`src/rtl/atx_fill_pkg.sv`:
```
package atx_fill_pkg;
  typedef enum logic [1:0] {
    SRC_UNLIMITED = 2'd0,
    SRC_FULL      = 2'd1,
    SRC_REST      = 2'd2
  } space_src_e;
endpackage

```
`src/rtl/atx_size_queue.sv`:
```
module atx_size_queue #(
  parameter int SLOT_W = 8,
  parameter int SIZE_W = 16
) (
  input  logic              clk,
  input  logic              wr_en,
  input  logic [SLOT_W-1:0] wr_slot,
  input  logic [SIZE_W-1:0] wr_size,
  input  logic [SLOT_W-1:0] rd_slot,
  output logic [SIZE_W-1:0] rd_size
);
  localparam int SLOTS = 1 << SLOT_W;

  logic [SIZE_W-1:0] mem [SLOTS];

  always_ff @(posedge clk) begin
    if (wr_en) mem[wr_slot] <= wr_size;
  end

  assign rd_size = mem[rd_slot];
endmodule

```
`src/rtl/atx_space_sel.sv`:
```
module atx_space_sel
  import atx_fill_pkg::*;
#(
  parameter int SLOT_W = 8,
  parameter int SIZE_W = 16,
  parameter int CH_W   = 6
) (
  input  logic              tracking,
  input  logic [CH_W-1:0]   trk_ch,
  input  logic [CH_W-1:0]   query_ch,
  input  logic              full,
  input  logic [SIZE_W-1:0] rest,
  input  logic [SLOT_W-1:0] rd_slot,
  input  logic [SLOT_W-1:0] hw_rpc,
  output logic [SIZE_W-1:0] space,
  output logic              space_valid
);
  space_src_e src;

  always_comb begin
    if (!tracking || (query_ch != trk_ch)) src = SRC_UNLIMITED;
    else if (full)                         src = SRC_FULL;
    else                                   src = SRC_REST;
  end

  always_comb begin
    case (src)
      SRC_UNLIMITED: space = '1;
      SRC_FULL:      space = '0;
      default:       space = rest;
    endcase
    space_valid = (src == SRC_UNLIMITED) || (rd_slot == hw_rpc);
  end
endmodule

```
`src/rtl/atx_fill_tracker.sv`:
```
module atx_fill_tracker #(
  parameter int SLOT_W = 8,
  parameter int SIZE_W = 16,
  parameter int PC_W   = 16,
  parameter int CH_W   = 6
) (
  input  logic              clk,
  input  logic              rst_n,
  input  logic              init_valid,
  input  logic [SIZE_W-1:0] init_size,
  input  logic [CH_W-1:0]   init_ch,
  input  logic [SLOT_W-1:0] hw_rpc,
  input  logic              enq_valid,
  output logic              enq_ready,
  input  logic [SIZE_W-1:0] enq_size,
  input  logic [CH_W-1:0]   query_ch,
  output logic [SIZE_W-1:0] space,
  output logic              space_valid
);
  localparam int SLOTS = 1 << SLOT_W;
  localparam logic [PC_W-1:0] LIMIT = PC_W'(SLOTS - 1);

  logic [PC_W-1:0]   wr_pc, rd_pc, outstanding;
  logic [SIZE_W-1:0] rest, rec_size, enq_amt, rec_amt;
  logic              tracking, full, catch_up, enq_fire;
  logic [CH_W-1:0]   trk_ch;
  logic [SLOT_W-1:0] rd_slot, wr_slot;

  assign rd_slot     = rd_pc[SLOT_W-1:0];
  assign wr_slot     = wr_pc[SLOT_W-1:0];
  assign outstanding = wr_pc - rd_pc;
  assign full        = outstanding >= LIMIT;
  assign catch_up    = tracking && !init_valid && (rd_slot != hw_rpc);
  assign enq_ready   = tracking && !init_valid && !full;
  assign enq_fire    = enq_valid && enq_ready;
  assign enq_amt     = enq_fire ? enq_size : '0;
  assign rec_amt     = catch_up ? rec_size : '0;

  atx_size_queue #(.SLOT_W(SLOT_W), .SIZE_W(SIZE_W)) u_queue (
    .clk     (clk),
    .wr_en   (enq_fire),
    .wr_slot (wr_slot),
    .wr_size (enq_size),
    .rd_slot (rd_slot),
    .rd_size (rec_size)
  );

  always_ff @(posedge clk or negedge rst_n) begin
    if (!rst_n) begin
      tracking <= 1'b0;
      trk_ch   <= '0;
      rest     <= '0;
      wr_pc    <= '0;
      rd_pc    <= '0;
    end else if (init_valid) begin
      tracking <= 1'b1;
      trk_ch   <= init_ch;
      rest     <= init_size;
      wr_pc    <= PC_W'(hw_rpc);
      rd_pc    <= PC_W'(hw_rpc);
    end else if (tracking) begin
      rest  <= rest - enq_amt + rec_amt;
      wr_pc <= wr_pc + PC_W'(enq_fire);
      rd_pc <= rd_pc + PC_W'(catch_up);
    end
  end

  atx_space_sel #(.SLOT_W(SLOT_W), .SIZE_W(SIZE_W), .CH_W(CH_W)) u_sel (
    .tracking    (tracking),
    .trk_ch      (trk_ch),
    .query_ch    (query_ch),
    .full        (full),
    .rest        (rest),
    .rd_slot     (rd_slot),
    .hw_rpc      (hw_rpc),
    .space       (space),
    .space_valid (space_valid)
  );
endmodule

```
`config.mk`:
```
export PLATFORM = sky130hd
export DESIGN_NAME = atx_fill_tracker
export DESIGN_NICKNAME = d
export VERILOG_FILES = /design/src/rtl/atx_fill_pkg.sv /design/src/rtl/atx_size_queue.sv /design/src/rtl/atx_space_sel.sv /design/src/rtl/atx_fill_tracker.sv
export SDC_FILE = /design/constraint.sdc
export NUM_CORES = 2
export LEC_CHECK = 0
export BUFFER_PORTS_ARGS = -buffer_cell sky130_fd_sc_hd__clkbuf_2
export CAP_MARGIN = 20
export CORE_AREA = 2 2 572 574
export CTS_CLUSTER_SIZE = 12
export DETAILED_ROUTE_END_ITERATION = 12
export DIE_AREA = 0 0 574 576
export PLACE_DENSITY = 0.68
export SKIP_LAST_GASP = 1
export SLEW_MARGIN = 20
export SYNTH_ARGS = -nofsm -noshare
export SYNTH_HDL_FRONTEND = slang
export SYNTH_SLANG_ARGS = --single-unit
```
`constraint.sdc`:
```
create_clock -name clk -period 6.37 [get_ports clk]
set_input_delay 0.3185 -clock clk [delete_from_list [all_inputs] [get_ports clk]]
set_output_delay 0.3185 -clock clk [all_outputs]
set_load 0.05 [all_outputs]
```
==> results_dict.tcl <==
set metrics [dict create \
    status "finished clean" \
    p_comb_share_pct 14.4 \
    drt-total-wl_mm 417 \
    die_w_um 574 \
    cts_buffer_depth 4 \
    relSlewSlack_pct 11.9 \
    place_congestion 0.881 \
    antenna_left 0 \
    die_h_um 576 \
    synth_flop_cell "edfxtp_1" \
    synth.net_count 6909 \
    synth_edf_count 4096 \
    yosysUniqueCellTypes 74 \
    io_buffers 73 \
    p_per_area_nw_per_um2 328 \
    grt_max_degree 204 \
    post_drt_wl_per_cell_um 34.2 \
    synthSimpleGateAreaFrac_pct 1.59 \
    synth_mux_area_share_pct 18.8 \
    crit_fanout 7 \
    cts_tree "done" \
    synthAdderAreaFrac_pct 0.469 \
    synth_top_family_by_area "multiplexers" \
    fmax_mhz 159 \
    critPathLaunchType "flip-flop" \
    async_flop_share_pct 1.32 \
    numCtsBuffers 411 \
    drc 0 \
    p_leak_nw 58.2 \
    p_sw_share_pct 24.1 \
    syn-cell-area_um2 162000 \
    grt_util_all_layers_pct 25.0 \
    grt_pass1_wl_mm 586 \
    rows 210 \
    cts.sinks 4151 \
    synthXorXnorAreaFrac_pct 0.314 \
    pwr-share-seq_pct 49.9 \
    synth.yosys.warnings 0 \
    ir_drop_uv 253 \
    crit_top_cell "mux4_2" \
    htree_levels 5 \
    max_stage_delay_ns 0.66 \
    drv_slew 0 \
    max-cap-violations 0 \
    syn-instance-count 6802 \
    layout_commonest_cell "edfxtp_1" \
    period_share_pct 98.8 \
    p_total_w 0.0605 \
    tightestPinTransition_ns 1.32 \
    final.min_clock_period_ns 6.30 \
    syn_to_final_growth_pct 14.1 \
    nets 7740 \
    syn_area_per_cell_um2 23.8 \
    seq_area_frac_synth_pct 77.0 \
    fin_util_pct 56.7 \
    vias_per_cell 6.40 \
    drive_gt1_share_pct 33.2 \
    critPathRequiredTime_ns 7.19 \
    cts_root_buf "clkbuf_16" \
    core_area_um2 325000 \
    drtPass1Iterations 8 \
    grt_pass1_vias 77100 \
    tns_ns 0 \
    synth_compound_area_share_pct 0.730 \
    fin_worst_skew_ns 0.0778 \
    cpMaxStageDelayCell "mux4_2" \
    cp_cell_sequence "buf_12, buf_16, buf_4, mux4_2, mux4_2, mux4_2, mux4_2, nand2_1, fa_1, inv_1, ha_1, or2_2, a21oi_1, a31oi_1, a21oi_2, o21ai_2, a2111oi_4, nor3_2, a31o_2, xnor2_1, o21ai_0" \
    cp.arrival_ns 7.11 \
    path_class "flip-flop to flip-flop" \
    overflow 0 \
    clkPwrFrac_pct 35.7 \
    antenna_found_initial 27 \
    fillers 23200 \
    worst_setup_path_end_kind "flip-flop" \
    die-area_um2 331000 \
    hold_viol_final 0 \
    p_sw_w 0.0146 \
    whs_ns 0.0855 \
    dp_hpwl_mm 247 \
    final_cell_mix "4,096 x edfxtp_1, 1,328 x mux4_2, 571 x buf_4, 424 x clkbuf_16, 325 x nor2_1" \
    path_clk_slew_ns 0.06 \
    synth_seq_cells 4151 \
    rsz0062_at_grt "yes" \
    worst_skew_pair.late_latency_ns 0.95 \
    start_util_pct 49.7 \
    drt_iter0_markers 11400 \
    hp-class "primary input to asynchronous set/reset pin" \
    setup_viol 0 \
    p_int_w 0.0459 \
    dr_total_vias 78100 \
    ioPinCount 74 \
]
worst paths after layout:
kind / start / endpoint / slack (ns) / depth (start not counted)
max: rd_pc[0] / rest[15] / 0.07 / 21
max reg2reg: rd_pc[0] / rest[15] / 0.07 / 21
min reg2reg: trk_ch[1] / trk_ch[1] / 0.54 / 1
min: rst_n / trk_ch[4] / 0.09 / 3
min in group clk: enq_size[10] / u_queue.mem[136][10] / 0.09 / 1
max in group asynchronous: rst_n / rd_pc[2] / 5.67 / 3
power by group through the flow:
| stage | clock network, W | registers (W) | logic, W |
|---|---|---|---|
| after detailed placement | 0 | 0.0307 | 0.00833 |
| after global routing | 0.0230 | 0.0302 | 0.00903 |
| after floorplan | 0 | 0.0307 | 0.00481 |
| after CTS | 0.0220 | 0.0302 | 0.00842 |
| after global placement | 0 | 0.0307 | 0.00825 |
| final | 0.0216 | 0.0302 | 0.00870 |
flip-flops by register name, indices dropped and copies added, names as in the netlist:
signal and flops:
rd_pc 16, u_queue.mem 4096, rest 16, trk_ch 6, wr_pc 16, tracking 1
cells by family (layout without fill, tap and decap cells):
family,count (synthesis),after routing
and+or+nand+nor,561,561
xor gates and xnor gates,58,58
muxes,1370,1370
buffers and inverters,437,1473
other,0,17
DFF,4151,4151
adders and majority gates,51,51
AOI/OAI and AO/OA,174,174
through the flow:
stage | area (µm²) | setup WS (ns) | instances
finish | 184000 | 0.0747 | 12200
global route | 184000 | -0.0931 | 12200
CTS | 184000 | -0.0138 | 12200
detailed placement | 172000 | -0.199 | 11500
global placement | 172000 | -0.156 | 11500
floorplan | 162000 | 0.0420 | 6802
synth_stat cells (all sizes together), types with 3 or more instances:
library cell,n,area (µm²)
or2,5,31.3
a22oi,11,82.6
mux2,9,101
o22ai,4,25.0
nor2b,22,138
a311oi,3,26.3
edfxtp,4096,123000
a21oi,31,155
a211oi,10,75.1
a211o,4,35.0
nor3b,5,37.5
o21a,6,45.0
nor4,6,37.5
and2,20,125
a41oi,3,26.3
or3,6,37.5
inv,62,233
buf,209,1010
o21ai,37,185
o21bai,3,22.5
nand4,21,206
nor2,336,1260
ha,35,438
xnor2,36,315
fa,16,320
a21o,23,173
dfrtp,55,1380
nor3,16,91.3
o211ai,7,52.6
nand3,33,205
xor2,22,193
a31oi,5,31.3
nand2,77,289
mux2i,33,330
clkbuf,164,616
o311ai,3,26.3
a21boi,3,22.5
nand2b,4,25.0
nand3b,3,22.5
mux4,1328,29900
layout make-up:
cell class,instances,area (µm²),share of cell area (%)
Antenna cell,17,42.5,0.0231
Clock buffer,536,11000,5.95
Clock inverter,82,551,0.299
Inverter,64,250,0.136
Multi-Input combinational cell,2214,35500,19.2
Sequential cell,4151,124000,67.5
Tap cell,4346,5440,2.95
Timing Repair Buffer,791,7270,3.94
critical path: cells and delay by family (launching register included):
family                     cells  cell delay (ns)
buffers and inverters          4             0.63
adders and majority gates      2             0.66
xor gates and xnor gates       1             0.16
muxes                          4             2.25
and+or+nand+nor                3             0.52
AOI/OAI and AO/OA              7             1.29
DFF                            1             0.62
what timing repair did:
item / 4_1_cts / 5_1_grt
hold buffers: 48 / 0
endpoints found under the setup margin: 4 / 7
pin swaps: 1 / 9
cloned: 0 / 5
resized for setup: 5 / 34
hold endpoints to repair: 579 / 0
setup buffers: 6 / 25
metal layers:
metal  vias to the layer above  part of all wire, %  track usage, %  wire length [µm]
met4                        10                  3.5            8.11             14600
met2                      4729                   47            38.3            195000
li1                      30600                    -               -                 -
met1                     42000                   39            35.8            161000
met5                         -                0.016               0                65
met3                       663                   11            5.97             46100
Note: power is estimated with default switching activity, not from simulation.
